===== src/rtl/brd_pkg.sv =====
package brd_pkg;

  typedef enum logic [1:0] {
    ST_IDLE  = 2'd0,
    ST_FETCH = 2'd1,
    ST_WAIT  = 2'd2
  } ctlState_t;

  typedef struct packed {
    logic loadByte;
    logic setReady;
    logic clrReady;
  } ctlStrobe_t;

  localparam logic [7:0] CMD_START  = 8'h01;
  localparam logic [7:0] CPU_GO     = 8'h01;
  localparam logic [7:0] CPU_ACK    = 8'h02;
  localparam logic [7:0] DEV_IDLE   = 8'h00;
  localparam logic [7:0] DEV_READY  = 8'h01;

  localparam int OFF_CPU_STAT = 0;
  localparam int OFF_DEV_STAT = 1;
  localparam int OFF_CMD      = 2;
  localparam int OFF_DATA     = 3;

endpackage


===== src/rtl/brd_decode.sv =====
module brd_decode #(
  parameter int ADDR_W    = 8,
  parameter int BASE_ADDR = 128,
  parameter int WIN_WORDS = 8,
  localparam int OFF_W    = (WIN_WORDS > 1) ? $clog2(WIN_WORDS) : 1
) (
  input  logic [ADDR_W-1:0] busAddr,
  output logic              devActive,
  output logic              memEnable,
  output logic [OFF_W-1:0]  regOffset
);

  localparam logic [ADDR_W-1:0] BASE_VEC = ADDR_W'(BASE_ADDR);

  // Aligned window: compare only the bits above the offset field.
  assign devActive = (busAddr[ADDR_W-1:OFF_W] == BASE_VEC[ADDR_W-1:OFF_W]);
  assign memEnable = !devActive;
  assign regOffset = busAddr[OFF_W-1:0];

endmodule


===== src/rtl/brd_control.sv =====
module brd_control
  import brd_pkg::*;
#(
  parameter int FETCH_DELAY = 4,
  localparam int CNT_W      = (FETCH_DELAY > 1) ? $clog2(FETCH_DELAY) : 1
) (
  input  logic       clk,
  input  logic       rst,
  input  logic       cmdStart,
  input  logic       goReq,
  input  logic       ackWrite,
  output ctlStrobe_t strobes
);

  localparam logic [CNT_W-1:0] LAST = CNT_W'(FETCH_DELAY - 1);

  ctlState_t state;
  logic [CNT_W-1:0] fetchCnt;
  logic fetchDone;

  assign fetchDone = (state == ST_FETCH) && (fetchCnt == LAST);

  always_ff @(posedge clk) begin
    if (rst) begin
      state    <= ST_IDLE;
      fetchCnt <= '0;
    end else begin
      case (state)
        ST_IDLE: begin
          if (cmdStart && goReq) begin
            state    <= ST_FETCH;
            fetchCnt <= '0;
          end
        end
        ST_FETCH: begin
          if (fetchCnt == LAST) state <= ST_WAIT;
          else                  fetchCnt <= fetchCnt + 1'b1;
        end
        ST_WAIT: begin
          if (ackWrite) begin
            state    <= ST_FETCH;
            fetchCnt <= '0;
          end
        end
        default: begin
          state    <= ST_IDLE;
          fetchCnt <= '0;
        end
      endcase
    end
  end

  always_comb begin
    strobes.loadByte = fetchDone;
    strobes.setReady = fetchDone;
    strobes.clrReady = (state == ST_WAIT) && ackWrite;
  end

  // the fetch counter never passes the programmed delay
  assert_fetch_bound_R5: assert property (@(posedge clk) disable iff (rst)
    (state == ST_FETCH) |-> (int'(fetchCnt) < FETCH_DELAY));

  // an accepted write while waiting restarts a fetch from zero
  assert_ack_refetch_R8: assert property (@(posedge clk) disable iff (rst)
    (state == ST_WAIT && ackWrite) |=> (state == ST_FETCH && fetchCnt == '0));

  // without START the handshake never leaves idle
  assert_idle_unarmed_R6: assert property (@(posedge clk) disable iff (rst)
    (state == ST_IDLE && !cmdStart) |=> (state == ST_IDLE));

endmodule


===== src/rtl/brd_datapath.sv =====
module brd_datapath
  import brd_pkg::*;
#(
  parameter int DATA_W = 8,
  parameter int OFF_W  = 3,
  parameter logic [DATA_W-1:0] SEED = 8'h5A,
  parameter logic [DATA_W-1:0] STEP = 8'h11
) (
  input  logic              clk,
  input  logic              rst,
  input  logic              busWe,
  input  logic              busRe,
  input  logic              devActive,
  input  logic [OFF_W-1:0]  regOffset,
  input  logic [DATA_W-1:0] busWdata,
  input  ctlStrobe_t        strobes,
  output logic [DATA_W-1:0] busRdata,
  output logic              cmdStart,
  output logic              goReq,
  output logic              ackWrite
);

  logic [DATA_W-1:0] cpuStat, cmdReg, devStat, dataReg, nextByte;
  logic wrCpuStat, wrCmd;

  assign wrCpuStat = busWe && devActive && (regOffset == OFF_W'(OFF_CPU_STAT));
  assign wrCmd     = busWe && devActive && (regOffset == OFF_W'(OFF_CMD));

  assign cmdStart = (cmdReg == DATA_W'(CMD_START));
  assign goReq    = (cpuStat == DATA_W'(CPU_GO));
  assign ackWrite = wrCpuStat && (busWdata == DATA_W'(CPU_ACK));

  // CPU-owned registers
  always_ff @(posedge clk) begin
    if (rst) begin
      cpuStat <= '0;
      cmdReg  <= '0;
    end else begin
      if (wrCpuStat) cpuStat <= busWdata;
      if (wrCmd)     cmdReg  <= busWdata;
    end
  end

  // Device-owned registers and the pattern source
  always_ff @(posedge clk) begin
    if (rst) begin
      devStat  <= DATA_W'(DEV_IDLE);
      dataReg  <= '0;
      nextByte <= SEED;
    end else begin
      if (strobes.clrReady)      devStat <= DATA_W'(DEV_IDLE);
      else if (strobes.setReady) devStat <= DATA_W'(DEV_READY);
      if (strobes.loadByte) begin
        dataReg  <= nextByte;
        nextByte <= nextByte + STEP;
      end
    end
  end

  always_comb begin
    busRdata = '0;
    if (busRe && devActive) begin
      case (int'(regOffset))
        OFF_CPU_STAT: busRdata = cpuStat;
        OFF_DEV_STAT: busRdata = devStat;
        OFF_CMD:      busRdata = cmdReg;
        OFF_DATA:     busRdata = dataReg;
        default:      busRdata = '0;
      endcase
    end
  end

  // no window read means a quiet read bus
  assert_rdata_quiet_R3: assert property (@(posedge clk) disable iff (rst)
    !(busRe && devActive) |-> (busRdata == '0));

  // while ready persists the delivered byte does not move
  assert_data_hold_R9: assert property (@(posedge clk) disable iff (rst)
    (devStat == DATA_W'(DEV_READY) && $past(devStat) == DATA_W'(DEV_READY))
      |-> $stable(dataReg));

  // a bus write to the data address never alters it
  assert_data_ro_R4: assert property (@(posedge clk) disable iff (rst)
    (busWe && devActive && regOffset == OFF_W'(OFF_DATA) && !strobes.loadByte)
      |=> $stable(dataReg));

endmodule


===== src/rtl/byte_reader_ctrl.sv =====
module byte_reader_ctrl
  import brd_pkg::*;
#(
  parameter int ADDR_W      = 8,
  parameter int DATA_W      = 8,
  parameter int BASE_ADDR   = 128,
  parameter int WIN_WORDS   = 8,
  parameter int FETCH_DELAY = 4,
  parameter logic [DATA_W-1:0] SEED = 8'h5A,
  parameter logic [DATA_W-1:0] STEP = 8'h11
) (
  input  logic              clk,
  input  logic              rst,
  input  logic [ADDR_W-1:0] busAddr,
  input  logic              busWe,
  input  logic              busRe,
  input  logic [DATA_W-1:0] busWdata,
  output logic [DATA_W-1:0] busRdata,
  output logic              devActive,
  output logic              memEnable
);

  localparam int OFF_W = (WIN_WORDS > 1) ? $clog2(WIN_WORDS) : 1;

  logic [OFF_W-1:0] regOffset;
  logic cmdStart, goReq, ackWrite;
  ctlStrobe_t strobes;

  brd_decode #(.ADDR_W(ADDR_W), .BASE_ADDR(BASE_ADDR), .WIN_WORDS(WIN_WORDS)) uDecode (
    .busAddr(busAddr), .devActive(devActive), .memEnable(memEnable), .regOffset(regOffset)
  );

  brd_control #(.FETCH_DELAY(FETCH_DELAY)) uControl (
    .clk(clk), .rst(rst), .cmdStart(cmdStart), .goReq(goReq),
    .ackWrite(ackWrite), .strobes(strobes)
  );

  brd_datapath #(.DATA_W(DATA_W), .OFF_W(OFF_W), .SEED(SEED), .STEP(STEP)) uDatapath (
    .clk(clk), .rst(rst), .busWe(busWe), .busRe(busRe), .devActive(devActive),
    .regOffset(regOffset), .busWdata(busWdata), .strobes(strobes),
    .busRdata(busRdata), .cmdStart(cmdStart), .goReq(goReq), .ackWrite(ackWrite)
  );

  // a hit means the address lies inside the numeric window
  assert_window_R1: assert property (@(posedge clk) disable iff (rst)
    devActive |-> (int'(busAddr) >= BASE_ADDR && int'(busAddr) < BASE_ADDR + WIN_WORDS));

  // memory is enabled exactly for addresses outside the window
  assert_mem_excl_R2: assert property (@(posedge clk) disable iff (rst)
    memEnable == (int'(busAddr) < BASE_ADDR || int'(busAddr) >= BASE_ADDR + WIN_WORDS));

endmodule


===== config.mk =====
export PLATFORM = sky130hd
export DESIGN_NAME = byte_reader_ctrl
export DESIGN_NICKNAME = d
export VERILOG_FILES = /design/src/rtl/brd_pkg.sv /design/src/rtl/brd_decode.sv /design/src/rtl/brd_control.sv /design/src/rtl/brd_datapath.sv /design/src/rtl/byte_reader_ctrl.sv
export SDC_FILE = /design/constraint.sdc
export NUM_CORES = 1
export LEC_CHECK = 0
export ABC_AREA = 1
export BUFFER_PORTS_ARGS = -buffer_cell sky130_fd_sc_hd__buf_2
export CAP_MARGIN = 10
export CORE_MARGIN = 2
export CORE_UTILIZATION = 38
export DETAILED_ROUTE_END_ITERATION = 10
export PLACE_DENSITY = 0.56
export SLEW_MARGIN = 20
export SYNTH_ARGS = -nofsm -noshare
export SYNTH_HDL_FRONTEND = slang
export SYNTH_HIERARCHICAL = 1
export SYNTH_SLANG_ARGS = --single-unit

===== constraint.sdc =====
create_clock -name clk -period 3.17 [get_ports clk]
set_clock_uncertainty 0.1 [all_clocks]
set_input_delay 0 -clock clk [delete_from_list [all_inputs] [get_ports clk]]
set_output_delay 0 -clock clk [all_outputs]
set_load 0.02 [all_outputs]

==> impl_metrics.tcl <==
set metrics [dict create \
    area_growth_pct 16.0 \
    synth.distinct_cells 32 \
    cts_root_buf "clkbuf_8" \
    post-route-period-util 0.631 \
    clockBufferDepth 2 \
    critPathRequiredTime_ns 3.24 \
    wl_per_cell_um 12.1 \
    htreeDepth 2 \
    core_mm2 0.00482 \
    cts_resized 0 \
    slew_headroom 0.610 \
    path_depth 6 \
    nets 324 \
    r2r_cells 6 \
    async_reset_ff_frac 0 \
    grt_max_degree 21 \
    setup_viol 0 \
    tightestPinTransition_ns 0.584 \
    worstPathArrival_ns 2.07 \
    port_buffers 29 \
    tns_ns 0 \
    r2r_slack_ns 1.17 \
    peakVddDrop_uv 149 \
    drt_first_pass_iters 4 \
    stdcell_area_mm2 0.00225 \
    via_per_inst 4.74 \
    gp_congestion 0.802 \
    r2r_end "uDatapath/nextByte[2]" \
    crit_family "buffers and inverters" \
    synth_area_leaders "dfxtp_1 38%, nand2_1 11%, nor2_1 7.0%" \
    netlist.area_leader.share 0.382 \
    crit_chain "ha_1 -> nand2_2 -> inv_1 -> clkinv_1 -> o21ai_0 -> nor2_1" \
    yosysTopAreaCell "dfxtp_1" \
    cts.hold.buffers_added 8 \
    holdCritStartpoint "rst" \
    hold_violations 0 \
    cts_tree "built" \
    first_iter_violations 161 \
    fill_cells 520 \
    clock_latency_ns 0.28 \
    numClockSinks 37 \
    cp_slowest_stage_delay_ns 0.44 \
    path_class "flop to flop" \
    max_clock_freq_mhz 500 \
    vias 1748 \
    grt_pass1_wl_um 7580 \
    synthCells 269 \
    setup_ws_ns 1.17 \
    power-per-cell-area_mw_per_mm2 376 \
    dieArea_mm2 0.00568 \
    path_clk_slew_ns 0.07 \
    dp_slack_ns 1.18 \
    ios 30 \
    hp-class "primary input to flop" \
    maxCapViolations 0 \
    yosysMostFrequentCell "nand2_1" \
    post_cts_buffers 0 \
    path_buf_inv 2 \
    status "finished clean" \
    place_hpwl_um 3460 \
    synthesis.area_mm2 0.00194 \
    yosysWarnings 6 \
    layout_min_cycle_time_ns 2.00 \
    synth_edf_count 0 \
    diodes 0 \
    crit_end "uDatapath/nextByte[2]" \
    p_leak_nw 0.990 \
    drive_gt1_frac 0.225 \
    critPathLaunchType "flop" \
    reg2reg_from "uControl/fetchCnt[0]" \
    ys_ff_latch 37 \
    finalNonFillerCells 369 \
    endpoint_kind "flop" \
    numCtsBuffers 5 \
    dp.cells 354 \
    grt_overflow_total 0 \
    crit_path_max_fanout 19 \
    rsz0062_at_grt "false" \
    hold_slack_ns 0.0137 \
    startpoint "uControl/fetchCnt[0]" \
    die_h_um 75.4 \
    drc_errors 0 \
    rows 25 \
    placedInstanceArea_mm2 0.00208 \
    grt_pass1_vias 1677 \
    yosysSeqAreaShare 0.382 \
    grtUsageTotal 0.175 \
    seq_area_um2 741 \
    wl_um 4460 \
    synth_common_cells "56 x nand2_1, 37 x dfxtp_1, 36 x nor2_1" \
    slew_violations 0 \
    antenna_found_initial 0 \
    syn_area_per_cell_um2 7.20 \
    initial_utilization 0.402 \
    synth_fp_nets 291 \
    ys.flop_type "dfxtp_1" \
    crit_slowest_cell "inv_1" \
    multiInputGateArea_um2 981 \
    ant_nets 0 \
    dieWidth_um 75.4 \
]
==> power breakdown <==
group | internal, mW | switching (mW) | leakage, nW
clock network | 0.172 | 0.152 | 0.0443
logic | 0.0212 | 0.0333 | 0.647
registers | 0.465 | 0.000281 | 0.298
total | 0.659 | 0.185 | 0.990
==> per-stage QoR <==
step,power [mW],utilization
5_1_grt,0.883,0.466
3_3_place_gp,0.523,0.432
3_5_place_dp,0.523,0.432
6_report,0.844,0.466
4_1_cts,0.859,0.466
2_1_floorplan,0.506,-
==> placed cells by master (no fill, tap or decap), types with 2 or more instances in the layout <==
cell type / instances
a21oi_1: 20
a21oi_2: 6
a31oi_1: 2
buf_2: 29
clkbuf_8: 6
dfxtp_1: 37
dlygate4sd3_1: 8
ha_1: 2
inv_1: 22
inv_2: 7
nand2_1: 56
nand2_2: 5
nand2_4: 2
nand3_1: 20
nand3_2: 5
nand3_4: 2
nand4_1: 2
nor2_1: 36
nor2_2: 2
nor3_1: 4
nor4_1: 2
o211ai_1: 2
o21ai_0: 15
==> final cells by class <==
type	instances	area share
multi-input cells	189	0.437
clock buffers	7	0.0384
inverters	32	0.0579
well taps	67	0.0373
repair buffers	37	0.100
flip-flops and latches	37	0.330
==> registers in the layout (all words and copies together), names as in the netlist <==
name and count:
uDatapath/cmdReg 8, uDatapath/cpuStat 8, uDatapath/dataReg 8, uDatapath/nextByte 8
uControl/fetchCnt 2, uControl/state 2, uDatapath/devStat 1
==> worst register-to-register path, stage by stage (launching register included) <==
cell and delay [ns]:
dfxtp_1 0.35, ha_1 0.21, nand2_2 0.09, inv_1 0.44, clkinv_1 0.40, o21ai_0 0.26, nor2_1 0.05
==> worst min-delay path by stage <==
stage	to	slack, ns	cells after the start
detailed placement	uDatapath/cmdReg[0]	0.19	3
CTS	uDatapath/cpuStat[5]	0.01	2
global route	uDatapath/cpuStat[6]	0.03	2
global placement	uDatapath/cmdReg[0]	0.19	3
finish	uDatapath/cpuStat[6]	0.01	2
floorplan	uControl/state[1]	-0.03	1
==> logic make-up after synthesis <==
group	share of synthesized area
simple gates	0.351
xor+xnor	0.00452
flops	0.382
compound gates	0.138
buf+inv	0.111
fa+ha+maj	0.0129
==> routing by layer <==
layer  track usage  share of wire  vias to the layer above
met5             0              0                        -
met4        0.0565          0.010                        0
met3        0.0357          0.043                        5
met2         0.263           0.42                       36
met1         0.252           0.53                      773
li1              -              -                      934
Power figures use the tool's default switching activity.
